$ cat src/rtl/nb_inv_pkg.sv
package nb_inv_pkg;

  typedef enum logic [2:0] {
    ST_IDLE, ST_ROT, ST_MGO1, ST_MW1, ST_SQ, ST_MGO2, ST_MW2, ST_FIN
  } inv_state_t;

  // 2^e mod m with a bounded loop
  function automatic int pow2_mod(input int e, input int m);
    int r;
    r = 1 % m;
    for (int i = 0; i < 64; i++) begin
      if (i < e) r = (r * 2) % m;
    end
    return r;
  endfunction

  // coefficient of beta in beta^(2^i) * beta^(2^j), type-1 normal basis
  function automatic bit onb1_lambda(input int n, input int i, input int j);
    int s;
    s = (pow2_mod(i, n + 1) + pow2_mod(j, n + 1)) % (n + 1);
    return (s == 1) || (s == 0);
  endfunction

  function automatic int floor_log2(input int v);
    int r;
    r = 0;
    for (int b = 0; b < 31; b++) begin
      if ((v >> b) != 0) r = b;
    end
    return r;
  endfunction

  function automatic int popcount(input int v);
    int c;
    c = 0;
    for (int b = 0; b < 31; b++) c += (v >> b) & 1;
    return c;
  endfunction

  function automatic int inv_mul_count(input int n);
    return floor_log2(n - 1) + popcount(n - 1) - 1;
  endfunction

  function automatic int inv_latency(input int n);
    return inv_mul_count(n) * (n + 3) + 1;
  endfunction

endpackage

$ cat src/rtl/nb_rotl.sv
module nb_rotl #(
  parameter int W  = 10,
  parameter int AW = 4
) (
  input  logic [W-1:0]  din,
  input  logic [AW-1:0] amt,
  output logic [W-1:0]  dout
);
  logic [W-1:0] stg [0:AW];
  assign stg[0] = din;

  for (genvar b = 0; b < AW; b++) begin : g_stage
    localparam int SH = (2 ** b) % W;
    if (SH == 0) begin : g_noshift
      assign stg[b+1] = stg[b];
    end else begin : g_shift
      assign stg[b+1] = amt[b] ? {stg[b][W-1-SH:0], stg[b][W-1:W-SH]} : stg[b];
    end
  end

  assign dout = stg[AW];
endmodule

$ cat src/rtl/nb_serial_mul.sv
module nb_serial_mul
  import nb_inv_pkg::*;
#(
  parameter int N = 10
) (
  input  logic         clk,
  input  logic         rst_n,
  input  logic         go,
  input  logic [N-1:0] opa,
  input  logic [N-1:0] opb,
  output logic         busy,
  output logic         fin,
  output logic [N-1:0] prod
);
  localparam int CW = $clog2(N);

  function automatic logic [N*N-1:0] build_lam();
    logic [N*N-1:0] v;
    v = '0;
    for (int i = 0; i < N; i++)
      for (int j = 0; j < N; j++)
        v[i*N+j] = onb1_lambda(N, i, j);
    return v;
  endfunction

  localparam logic [N*N-1:0] LAM = build_lam();

  logic [N-1:0]  ra, rb;
  logic [CW-1:0] cnt;
  logic          cbit;

  // one product coefficient from the current rotated operands
  always_comb begin
    cbit = 1'b0;
    for (int i = 0; i < N; i++)
      for (int j = 0; j < N; j++)
        cbit = cbit ^ (LAM[i*N+j] & ra[i] & rb[j]);
  end

  always_ff @(posedge clk or negedge rst_n) begin
    if (!rst_n) begin
      busy <= 1'b0;
      fin  <= 1'b0;
      cnt  <= '0;
      ra   <= '0;
      rb   <= '0;
      prod <= '0;
    end else begin
      fin <= 1'b0;
      if (go && !busy) begin
        ra   <= opa;
        rb   <= opb;
        cnt  <= '0;
        busy <= 1'b1;
      end else if (busy) begin
        prod[cnt] <= cbit;
        ra <= {ra[0], ra[N-1:1]};
        rb <= {rb[0], rb[N-1:1]};
        if (cnt == CW'(N - 1)) begin
          busy <= 1'b0;
          fin  <= 1'b1;
        end else begin
          cnt <= cnt + 1'b1;
        end
      end
    end
  end
endmodule

$ cat src/rtl/nb_inv_seq.sv
module nb_inv_seq
  import nb_inv_pkg::*;
#(
  parameter int N = 10
) (
  input  logic         clk,
  input  logic         rst_n,
  input  logic         start,
  input  logic [N-1:0] operand,
  output logic [N-1:0] result,
  output logic         done,
  output logic         busy,
  output logic         accept,
  output logic         mul_go,
  output logic [N-1:0] mul_opa,
  output logic [N-1:0] mul_opb,
  input  logic         mul_fin,
  input  logic [N-1:0] mul_prod
);
  localparam int EW = $clog2(N) + 1;
  localparam int AW = $clog2(N);
  localparam logic [EW-1:0] E_VEC = EW'(N - 1);
  localparam int S0 = floor_log2(N - 1) - 1;

  inv_state_t    state;
  logic [N-1:0]  k_r, p_r, q_r, t_r;
  logic [EW-1:0] s_r;
  logic [EW-1:0] m_full;
  logic [N-1:0]  q_next;
  logic          chain_bit;
  logic          last_step;

  assign m_full    = E_VEC >> (s_r + 1'b1);
  assign chain_bit = E_VEC[s_r];
  assign last_step = (s_r == '0);

  nb_rotl #(.W(N), .AW(AW)) u_qrot (
    .din  (p_r),
    .amt  (m_full[AW-1:0]),
    .dout (q_next)
  );

  assign busy    = (state != ST_IDLE);
  assign accept  = (state == ST_IDLE) && start;
  assign mul_go  = (state == ST_MGO1) || (state == ST_MGO2);
  assign mul_opa = (state == ST_MGO2) ? t_r : p_r;
  assign mul_opb = (state == ST_MGO2) ? k_r : q_r;

  always_ff @(posedge clk or negedge rst_n) begin
    if (!rst_n) begin
      state  <= ST_IDLE;
      k_r    <= '0;
      p_r    <= '0;
      q_r    <= '0;
      t_r    <= '0;
      s_r    <= '0;
      result <= '0;
      done   <= 1'b0;
    end else begin
      done <= 1'b0;
      case (state)
        ST_IDLE: if (start) begin
          k_r   <= operand;
          p_r   <= operand;
          s_r   <= EW'(S0);
          state <= ST_ROT;
        end
        ST_ROT: begin
          q_r   <= q_next;
          state <= ST_MGO1;
        end
        ST_MGO1: state <= ST_MW1;
        ST_MW1: if (mul_fin) begin
          if (chain_bit) begin
            t_r   <= mul_prod;
            state <= ST_SQ;
          end else begin
            p_r <= mul_prod;
            if (last_step) state <= ST_FIN;
            else begin
              s_r   <= s_r - 1'b1;
              state <= ST_ROT;
            end
          end
        end
        ST_SQ: begin
          t_r   <= {t_r[N-2:0], t_r[N-1]};
          state <= ST_MGO2;
        end
        ST_MGO2: state <= ST_MW2;
        ST_MW2: if (mul_fin) begin
          p_r <= mul_prod;
          if (last_step) state <= ST_FIN;
          else begin
            s_r   <= s_r - 1'b1;
            state <= ST_ROT;
          end
        end
        ST_FIN: begin
          result <= {p_r[N-2:0], p_r[N-1]};
          done   <= 1'b1;
          state  <= ST_IDLE;
        end
        default: state <= ST_IDLE;
      endcase
    end
  end
endmodule

$ cat src/rtl/gf2n_nb_inverter.sv
module gf2n_nb_inverter #(
  parameter int N = 10
) (
  input  logic         clk,
  input  logic         rst_n,
  input  logic         start,
  input  logic [N-1:0] operand,
  output logic [N-1:0] result,
  output logic         done
);
  logic         seq_busy;
  logic         seq_accept;
  logic         mul_go;
  logic         mul_busy;
  logic         mul_fin;
  logic [N-1:0] mul_opa, mul_opb, mul_prod;

  nb_inv_seq #(.N(N)) u_seq (
    .clk      (clk),
    .rst_n    (rst_n),
    .start    (start),
    .operand  (operand),
    .result   (result),
    .done     (done),
    .busy     (seq_busy),
    .accept   (seq_accept),
    .mul_go   (mul_go),
    .mul_opa  (mul_opa),
    .mul_opb  (mul_opb),
    .mul_fin  (mul_fin),
    .mul_prod (mul_prod)
  );

  nb_serial_mul #(.N(N)) u_mul (
    .clk   (clk),
    .rst_n (rst_n),
    .go    (mul_go),
    .opa   (mul_opa),
    .opb   (mul_opb),
    .busy  (mul_busy),
    .fin   (mul_fin),
    .prod  (mul_prod)
  );
endmodule

$ cat config.mk
export PLATFORM = sky130hd
export DESIGN_NAME = gf2n_nb_inverter
export DESIGN_NICKNAME = d
export VERILOG_FILES = /design/src/rtl/nb_inv_pkg.sv /design/src/rtl/nb_rotl.sv /design/src/rtl/nb_serial_mul.sv /design/src/rtl/nb_inv_seq.sv /design/src/rtl/gf2n_nb_inverter.sv
export SDC_FILE = /design/constraint.sdc
export NUM_CORES = 1
export LEC_CHECK = 0
export ABC_AREA = 1
export BUFFER_PORTS_ARGS = -buffer_cell sky130_fd_sc_hd__buf_2
export CORE_ASPECT_RATIO = 1.75
export CORE_MARGIN = 2
export CORE_UTILIZATION = 35
export DETAILED_ROUTE_END_ITERATION = 8
export SYNTH_ARGS = -nofsm -noshare
export SYNTH_HDL_FRONTEND = slang
export SYNTH_SLANG_ARGS = --single-unit
$ cat constraint.sdc
create_clock -name clk -period 1.8 [get_ports clk]
set_input_delay 0.27 -clock clk [delete_from_list [all_inputs] [get_ports clk]]
set_output_delay 0.27 -clock clk [all_outputs]
set_load 0.01 [all_outputs]
==> key figures, run 1 <==
Floorplanning
  • Die ar.: 0.01630 mm²
  • Die H: 167.4 µm
  • Site row count: 59
  • Die X: 97.39 µm
  • Initial Util: 35.82%
  • Core region area: 0.01491 mm²
  • Ports: 24

CTS
  • CTS tree: done
  • Clock sinks: 95
  • # H-tree levels: 3
  • Root Driver: clkbuf_16
  • Clock slew at reported path FFs: 0.07 ns
  • Total CTS buffers: 9
  • Later-pin clock latency in the skew report: 0.35 ns
  • Buffer depth of the longest clock path: 2

Route
  • Wire per inst: 17.46 µm
  • Routed WL: 16790 µm
  • Vias: 5117
  • DRC marker count from the first detailed-route iteration: 244
  • Residual DRC: 0
  • Router iterations before antenna repair: 4
  • Detail Route Antenna Nets: 0
  • Routed vias/inst: 5.319

Global route
  • Number of global-route vias before repair: 5162
  • Initial antenna violation count: 0
  • Gr usage total: 20.51%
  • Largest net degree at the start of global routing: 42
  • First-pass GRT wire length: 26620 µm
  • Met2 global-route usage: 38.83%
  • Met1 usage: 22.05%
  • Most used routing layer: met2
  • Total gr overflow: 0
  • Met3 global-route usage: 2.922%

Setup path
  • CP max FO: 6
  • Critical Path RT: 2.03 ns
  • Setup crit end kind: flip-flop
  • WS Path Type: reg -> reg
  • WP data arrival: 2.17 ns
  • Startpoint types: flip-flop

Logic synthesis
  • Ys async rst share: 100.0%
  • Post-synthesis cell area: 0.005341 mm²
  • Mapped Avg Cell Area: 7.786 µm²
  • Commonest cells post-synth: 158 x nand2_1, 103 x nand3_1, 95 x dfrtp_1, 74 x inv_1, 57 x o21ai_0
  • Yosys cell types: 38
  • Top cell type by total area after synthesis: dfrtp_1
  • Count leader, synth: nand2_1
  • Synth area leaders: dfrtp_1 45%, nand2_1 11%, nand3_1 9.7%
  • Synth Net Count: 705
  • Cells after Synth: 686
  • #FFs+latches synth: 95
  • Main synth FF type: dfrtp_1
  • Synth top area share: 44.51%
  • Post-synthesis sequential area ratio: 44.51%
  • Post-synth EDFFs: 0
  • Synth warn: 0

Timing
  • RSZ-0062 raised after global routing: yes
  • Final setup margin: -0.1412 ns
  • Endpoints failing setup: 21
  • Tmin final: 1.941 ns
  • Max Freq: 515.2 MHz
  • Final slew viol count: 0
  • Worst clock skew: 0.009527 ns
  • Tightest Pin Transition: 0.6531 ns
  • Fin. Hold Viols: 0
  • Hold slack final: 0.1602 ns
  • Final worst-path cycle share: 107.8%
  • Slew margin rel.: 56.13%

Placement
  • GP Congestion: 0.8913
  • IO Port Bufs: 23
  • DP Wirelength: 12090 µm

Status
  • Failing checks: negative setup slack
  • Status: complete, but fails checks

Flow run
  • Max-cap check violation count: 0

Cells and area
  • Final net count: 793
  • Layout cells sized above 1: 38.13%
  • Diode count: 0
  • Filler Cell Count: 1444
  • Syn-to-layout area delta: 38.81%

Hold path
  • Hold/Removal Path Class: in -> reg
## placed cells by master (no fill, tap or decap), types with 3 or more instances in the layout
cell       synthesis  layout
a21oi_1           11      11
a31oi_1           10      10
buf_12             0       5
buf_2              9      22
buf_4              0      64
buf_6              2       9
clkbuf_16          0       9
clkinv_2           0       4
dfrtp_1           95      92
dfrtp_2            0       3
ha_1               6       4
inv_1             74      67
inv_2             15      18
inv_4              1       4
nand2_1          158     144
nand2_2           13      20
nand2_4            1       8
nand3_1          103      24
nand3_2            0      51
nand3_4            0      28
nor2_1            27      21
nor2_2             1       4
nor2_4             1       6
nor2_8             3       3
nor3_1            12       7
nor3_2             1       5
nor3b_2            2       3
o211ai_1           8       8
o21ai_0           57      53
o21ai_1            8      10
o21ai_2           10      12
o221ai_1          18      18
xor2_1             5       4
## cell type report
| type | instances | area, µm² | area share (%) |
|---|---|---|---|
| clock buffers | 9 | 225.2 | 3.037 |
| repair buffers | 102 | 817.0 | 11.02 |
| inverters | 92 | 365.4 | 4.927 |
| well taps | 183 | 229.0 | 3.088 |
| multi-input cells | 473 | 3312 | 44.67 |
| flip-flops and latches | 95 | 2381 | 32.11 |
| repair inverters | 1 | 7.507 | 0.1012 |
| clock inverters | 7 | 77.57 | 1.046 |
## per-stage QoR
step | area [µm²] | TNS, ns | utilization (%) | std cells | setup slack (ns)
2_1_floorplan | 5475 | -0.08068 | - | 686 | -0.01221
5_1_grt | 7415 | -4.887 | 49.72 | 962 | -0.2333
6_report | 7415 | -1.732 | 49.72 | 962 | -0.1412
3_3_place_gp | 6108 | -3.150 | 40.96 | 918 | -0.1887
4_1_cts | 7004 | -1.372 | 46.97 | 948 | -0.08607
3_5_place_dp | 6108 | -4.854 | 40.96 | 918 | -0.2284
## flip-flops by register name (all words and copies together), names as in the netlist, 3 cells and up
signal	count
u_mul.prod	10
u_mul.ra	10
u_mul.rb	10
u_seq.k_r	10
u_seq.p_r	10
u_seq.q_r	10
u_seq.result	10
u_seq.t_r	10
u_seq.s_r	5
u_mul.cnt	4
u_seq.state	3
## path summary, 6_finish.rpt
kind,startpoint,to,slack (ns),cells after the start
max reg2reg,u_seq.s_r[0],u_seq.q_r[5],-0.14,14
max,u_seq.s_r[0],u_seq.q_r[5],-0.14,14
min reg2reg,u_seq.result[1],u_seq.result[1],0.48,2
max in group asynchronous,rst_n,u_seq.result[4],0.81,3
min,operand[6],u_seq.k_r[6],0.16,3
min in group asynchronous,rst_n,u_seq.s_r[1],0.40,2
## worst max-delay path, cell delays in order (launching register included)
cell	delay, ns
dfrtp_1	0.38
ha_2	0.24
inv_2	0.04
nand2_2	0.07
nand2_4	0.07
nor2_4	0.09
nand4_1	0.10
buf_6	0.16
buf_12	0.15
nand3_4	0.08
nand3_4	0.10
nand3_4	0.10
nand3_2	0.09
nand3_2	0.09
nand2_1	0.05
## metal layers
layer	wire length, µm	part of all wire, %
met5	0	0
met4	779	4.6
met3	631	3.8
met2	9313	55
met1	6068	36
## cells by family (layout without fill, tap and decap cells)
| family | Yosys count | in the layout | synth area share (%) |
|---|---|---|---|
| compound gates | 129 | 129 | 15.32 |
| xor+xnor | 8 | 8 | 1.312 |
| fa+ha+maj | 6 | 6 | 1.405 |
| buf+inv | 121 | 211 | 9.042 |
| flops | 95 | 95 | 44.51 |
| simple gates | 327 | 330 | 28.41 |
## what timing repair did
action	4_1_cts	5_1_grt
pin swaps	37	44
setup endpoints to repair	61	73
cloned	5	2
hold buffers	1	0
endpoints found under the hold margin	26	0
resized for setup	103	74
setup buffers	8	12
Power of run 1 is left out: the tool's default activity adds up to more than one toggle a clock period on the data nets, which glitch-free logic cannot reach.
==> run 2: changes to the inputs <==
SKIP_CTS_REPAIR_TIMING = 1   (was default)
==> run 2 against run 1 <==
Against the previous run: the flow still finishes with violations (negative setup slack); non-clock buffer count fell by 7; global-route usage fell by 1.3 points; register-to-register slack barely moved; final cell count fell by 0.42%; utilization rose by 1.3 points; maximum frequency fell by 0.40%; critical path depth fell by 1; sequential share of layout area fell by 0.80 points; highest routed layer unchanged.
==> key figures, run 2 (synthesis results as in run 1) <==
Cells and area
  • Most common cell after layout, fill and taps aside: nand2_1
  • Final net count: 789
  • Diode count: 0
  • Layout cells sized above 1: 39.48%
  • Syn-to-layout area delta: 42.30%
  • Most frequent cells in the layout: 141 x nand2_1, 93 x dfrtp_1, 67 x inv_1, 51 x o21ai_0, 50 x nand3_2
  • Filler Cell Count: 1409

Setup path
  • Startpoint types: flip-flop
  • Crit. Startpoint: u_seq.s_r[0]
  • Crit. path cell count: 13
  • R2R depth: 13
  • Largest delay share family, worst path: simple AND/OR/NAND/NOR gates
  • Crit path largest cell delay: 0.43 ns
  • Setup crit end kind: flip-flop
  • CP most frequent cell: nand3_2
  • Buf+Inv Stages, Crit Path: 2
  • R2R Path Start: u_seq.s_r[0]
  • Critical Path RT: 2.04 ns
  • CP max FO: 6
  • Slowest CP cell: dfrtp_1
  • Crit path capture: u_seq.q_r[5]
  • WS Path Type: reg -> reg
  • Crit path cell chain: ha_4, nand2_2, nand2_4, nor2_4, nand4_1, buf_6, buf_12, nand3_4, nand3_4, nand3_2, nand3_2, nand3_2, nand2_1
  • WP data arrival: 2.19 ns
  • Setup slack, reg-to-reg: -0.15 ns
  • R2r endpoint: u_seq.q_r[5]

CTS
  • Root Driver: clkbuf_16
  • CTS tree: done
  • Buffer depth of the longest clock path: 2
  • Later-pin clock latency in the skew report: 0.35 ns
  • Clock slew at reported path FFs: 0.07 ns
  • # H-tree levels: 3
  • Total CTS buffers: 9
  • Clock sinks: 95

Hold path
  • Hold/Removal Path Class: in -> reg

Timing
  • Slew margin rel.: 44.62%
  • Fin. Hold Viols: 0
  • Max Freq: 513.1 MHz
  • Final setup margin: -0.1489 ns
  • Endpoints failing setup: 30
  • Final slew viol count: 0
  • Worst clock skew: 0.01009 ns
  • Tmin final: 1.949 ns
  • Final worst-path cycle share: 108.3%
  • RSZ-0062 raised after global routing: yes
  • Tightest Pin Transition: 0.8243 ns

Flow run
  • Max-cap check violation count: 0

Route
  • Vias: 5116
  • Wire per inst: 17.98 µm
  • Routed vias/inst: 5.340
  • Residual DRC: 0
  • DRC marker count from the first detailed-route iteration: 326
  • Routed WL: 17230 µm
  • Detail Route Antenna Nets: 0
  • Router iterations before antenna repair: 4

Global route
  • Total gr overflow: 0
  • Gr usage total: 19.25%
  • Number of global-route vias before repair: 4893
  • Initial antenna violation count: 0
  • First-pass GRT wire length: 25050 µm
  • Largest net degree at the start of global routing: 42

Status
  • Status: complete, but fails checks
  • Failing checks: negative setup slack

Placement
  • DP Wirelength: 12090 µm
  • GP Congestion: 0.8913
  • Pre-CTS setup slack: -0.2284 ns
  • IO Port Bufs: 23

Floorplanning
  • Die ar.: 0.01630 mm²
  • Die H: 167.4 µm
  • Ports: 24
  • Site row count: 59
  • Die X: 97.39 µm
  • Core region area: 0.01491 mm²
  • Initial Util: 35.82%
[run 2: cell types whose count changed in the layout (fill, tap and decap cells not counted), moves of 3 or more]
cell and change:
buf_4 -15, nand2_1 -3, nand2_2 +5, nand3_1 -11, buf_6 +4, nand3_4 +12, clkinvlp_4 +4
[run 2: tightest hold or removal path: stages]
cell     delay, ns
buf_2         0.10
nand2_2       0.06
o21ai_2       0.04
[run 2: metal layers]
layer  global-route usage (%)  vias to the layer above  routed length (µm)
met5                        0                        -                   0
met4                    8.575                        0                 808
met3                    2.254                       42                 586
met2                    36.28                      102                9617
met1                    21.36                     2513                6216
li1                         -                     2459                   -
[run 2: worst min path at each step]
stage	start	to	slack, ns	cells past startpoint
floorplan	rst_n	u_mul.busy	-0.03	0
global placement	rst_n	u_seq.s_r[1]	0.24	1
detailed placement	rst_n	u_seq.s_r[1]	0.25	1
CTS	rst_n	u_seq.s_r[1]	-0.13	1
global route	operand[6]	u_seq.k_r[6]	0.16	3
finish	operand[6]	u_seq.k_r[6]	0.14	3
[run 2: metrics by stage]
step / TNS (ns) / cell area [µm²] / util, % / hold slack (ns) / std cells
after CTS: -5.904 / 6411 / 42.99 / -0.1334 / 934
final: -2.449 / 7601 / 50.97 / 0.1434 / 958
after detailed placement: -4.854 / 6108 / 40.96 / 0.2468 / 918
after floorplan: -0.08068 / 5475 / - / -0.02559 / 686
after global routing: -7.214 / 7601 / 50.97 / 0.1562 / 958
after global placement: -3.150 / 6108 / 40.96 / 0.2412 / 918
[run 2: final cells by class]
type	instances	area, µm²	share of cell area, %
clock inverter	7	77.57	1.021
clock buffer	9	225.2	2.963
multi-input combinational	474	3482	45.81
timing repair buffer	95	819.5	10.78
tap	183	229.0	3.012
inverter	92	365.4	4.807
sequential	95	2380	31.31
timing repair inverter	3	22.52	0.2963
Power of run 2 is left out for the same reason.
==> run 3: changes to the inputs <==
ABC_AREA = default   (was 1)
==> run 3 against run 2 <==
Against the previous run: the run still ends with negative setup slack left; register-to-register slack is essentially flat; largest cell class unchanged; highest routed layer unchanged; area after synthesis shrank 8.0%; maximum frequency grew 0.17%; hold slack gained 0.029 ns; synthesized cell count shrank 30%.
==> key figures, run 3 <==
Route
  • Routed WL: 13050 µm
  • DRC marker count from the first detailed-route iteration: 151
  • Router iterations before antenna repair: 4
  • Wire per inst: 18.51 µm
  • Routed vias/inst: 5.349
  • Vias: 3771
  • Detail Route Antenna Nets: 0
  • Residual DRC: 0

Floorplanning
  • Ports: 24
  • Site row count: 57
  • Initial Util: 35.52%
  • Die ar.: 0.01504 mm²
  • Core region area: 0.01384 mm²
  • Die X: 93.58 µm
  • Die H: 160.8 µm

Timing
  • Max Freq: 514.0 MHz
  • Worst clock skew: 0.009569 ns
  • Final setup margin: -0.1455 ns
  • Tmin final: 1.946 ns
  • Tightest Pin Transition: 0.6118 ns
  • Slew margin rel.: 59.10%
  • Final worst-path cycle share: 108.1%
  • RSZ-0062 raised after global routing: yes
  • Fin. Hold Viols: 0
  • Final slew viol count: 0
  • TNS Setup: -1.251 ns
  • Endpoints failing setup: 10

Setup path
  • CP max FO: 5
  • WP data arrival: 2.22 ns
  • WS Path Type: reg -> reg
  • Setup crit end kind: flip-flop
  • Startpoint types: flip-flop
  • Critical Path RT: 2.07 ns

CTS
  • Clock sinks: 95
  • CTS tree: done
  • # H-tree levels: 3
  • Root Driver: clkbuf_16
  • Clock slew at reported path FFs: 0.07 ns
  • Total CTS buffers: 9
  • Buffer depth of the longest clock path: 2
  • Later-pin clock latency in the skew report: 0.35 ns

Cells and area
  • Syn-to-layout area delta: 20.98%
  • Diode count: 0
  • Final net count: 542
  • Layout cells sized above 1: 25.95%
  • Most common cell after layout, fill and taps aside: dfrtp_1
  • Most frequent cells in the layout: 88 x dfrtp_1, 56 x mux2i_1, 43 x o21ai_0, 40 x buf_4, 35 x nand2_1

Logic synthesis
  • Yosys cell types: 43
  • Synth warn: 0
  • Count leader, synth: dfrtp_1
  • Post-synthesis sequential area ratio: 48.37%
  • Cells after Synth: 480
  • Synth area leaders: dfrtp_1 48%, mux2i_1 11%, o21ai_0 5.4%
  • #FFs+latches synth: 95
  • Ys async rst share: 100.0%
  • Post-synthesis cell area: 0.004915 mm²
  • Mapped Avg Cell Area: 10.24 µm²
  • Top cell type by total area after synthesis: dfrtp_1
  • Synth Net Count: 499
  • Post-synth EDFFs: 0
  • Synth top area share: 48.37%
  • Main synth FF type: dfrtp_1
  • Commonest cells post-synth: 95 x dfrtp_1, 56 x mux2i_1, 53 x o21ai_0, 35 x nand2_1, 30 x a22oi_1

Global route
  • Largest net degree at the start of global routing: 35
  • Initial antenna violation count: 0
  • Gr usage total: 17.78%
  • Number of global-route vias before repair: 3869
  • First-pass GRT wire length: 20390 µm
  • Total gr overflow: 0

Status
  • Status: complete, but fails checks
  • Failing checks: negative setup slack

Pwr
  • Lkg Pwr: 2.562 nW
  • Worst VDD drop: 0.001100 V
  • Gate power share: 43.0%
  • Sequential Power Share: 37.2%
  • P_sw: 4.413 mW
  • Clk network pwr share: 19.9%
  • Sw frac: 40.77%
  • Int Power: 6.411 mW
  • Pwr dens: 1820 mW/mm²

Hold path
  • Hold/Removal Path Class: in -> reg

Placement
  • DP Wirelength: 9844 µm
  • GP Congestion: 0.8060
  • Pre-CTS setup slack: -0.08253 ns
  • IO Port Bufs: 23

Flow run
  • Max-cap check violation count: 0
==> run 3: changes by cell type after synthesis, sizes merged, moves of 8 or more <==
cell	previous run	this run
o21ai	77	59
inv	90	9
nand2	172	35
o221ai	18	0
a31oi	10	1
nor3	14	6
nand3	103	15
mux2i	0	56
a21oi	11	27
mux2	0	20
a22oi	3	31
clkbuf	17	26
==> run 3: path summary, 6_finish.rpt <==
path	from	end	slack, ns	cells past startpoint
max	u_mul.rb[8]	u_mul.prod[9]	-0.15	6
min	operand[4]	u_seq.k_r[4]	0.17	2
max reg2reg	u_mul.rb[8]	u_mul.prod[9]	-0.15	6
min reg2reg	u_seq.result[4]	u_seq.result[4]	0.50	1
max in group asynchronous	rst_n	u_mul.rb[8]	0.76	3
min in group asynchronous	rst_n	u_seq.result[5]	0.41	2
==> run 3: cell type report <==
| cell class | instances | area (µm²) |
|---|---|---|
| well taps | 177 | 221.5 |
| fillers | 1349 | 7890 |
| clock buffers | 9 | 225.2 |
| inverters | 9 | 37.54 |
| flip-flops and latches | 95 | 2386 |
| clock inverters | 7 | 111.4 |
| multi-input cells | 341 | 2490 |
| repair buffers | 67 | 474.2 |
==> run 3: cell families after synthesis <==
family                   count (synthesis)  share of synthesized area (%)
AO/OA/AOI/OAI                          138                          17.26
AND/OR/NAND/NOR                        102                          9.751
flip-flops                              95                          48.37
multiplexers                            76                          15.99
buffers and inverters                   45                          3.589
XOR/XNOR                                18                          3.513
adder cells (fa/ha/maj)                  6                          1.527
==> run 3: metrics by stage <==
step	total power [mW]	utilization, %	cells	hold WS (ns)	cell area, µm²
floorplan	6.818	-	480	-0.02559	4974
global placement	8.097	39.11	679	0.2394	5411
detailed placement	8.246	39.11	679	0.2438	5411
CTS	10.42	41.54	695	-0.1293	5748
global route	11.59	42.97	705	0.1675	5946
finish	10.82	42.97	705	0.1728	5946
==> run 3: power by group through the flow <==
stage	Sequential [mW]	Combinational, mW	Clock, mW
floorplan	3.58	3.24	0
global placement	3.98	4.12	0
detailed placement	4.02	4.23	0
CTS	3.98	4.26	2.18
global route	4.12	5.19	2.28
finish	4.02	4.65	2.15
==> run 3: metal layers <==
layer,track usage [%],share of wire [%],routed length (µm)
met4,11.86,6.2,813
met1,18.88,36,4742
met3,2.439,1.9,244
met5,0,0,0
met2,31.92,56,7247
==> run 3: worst max-delay path: stages (launching register included) <==
cell,delay [ns]
dfrtp_2,0.46
xor2_1,0.18
nand2_1,0.11
xnor2_2,0.26
xnor2_2,0.17
xnor3_2,0.54
o21ai_1,0.16
No activity file was read; power rests on OpenSTA's default activity.
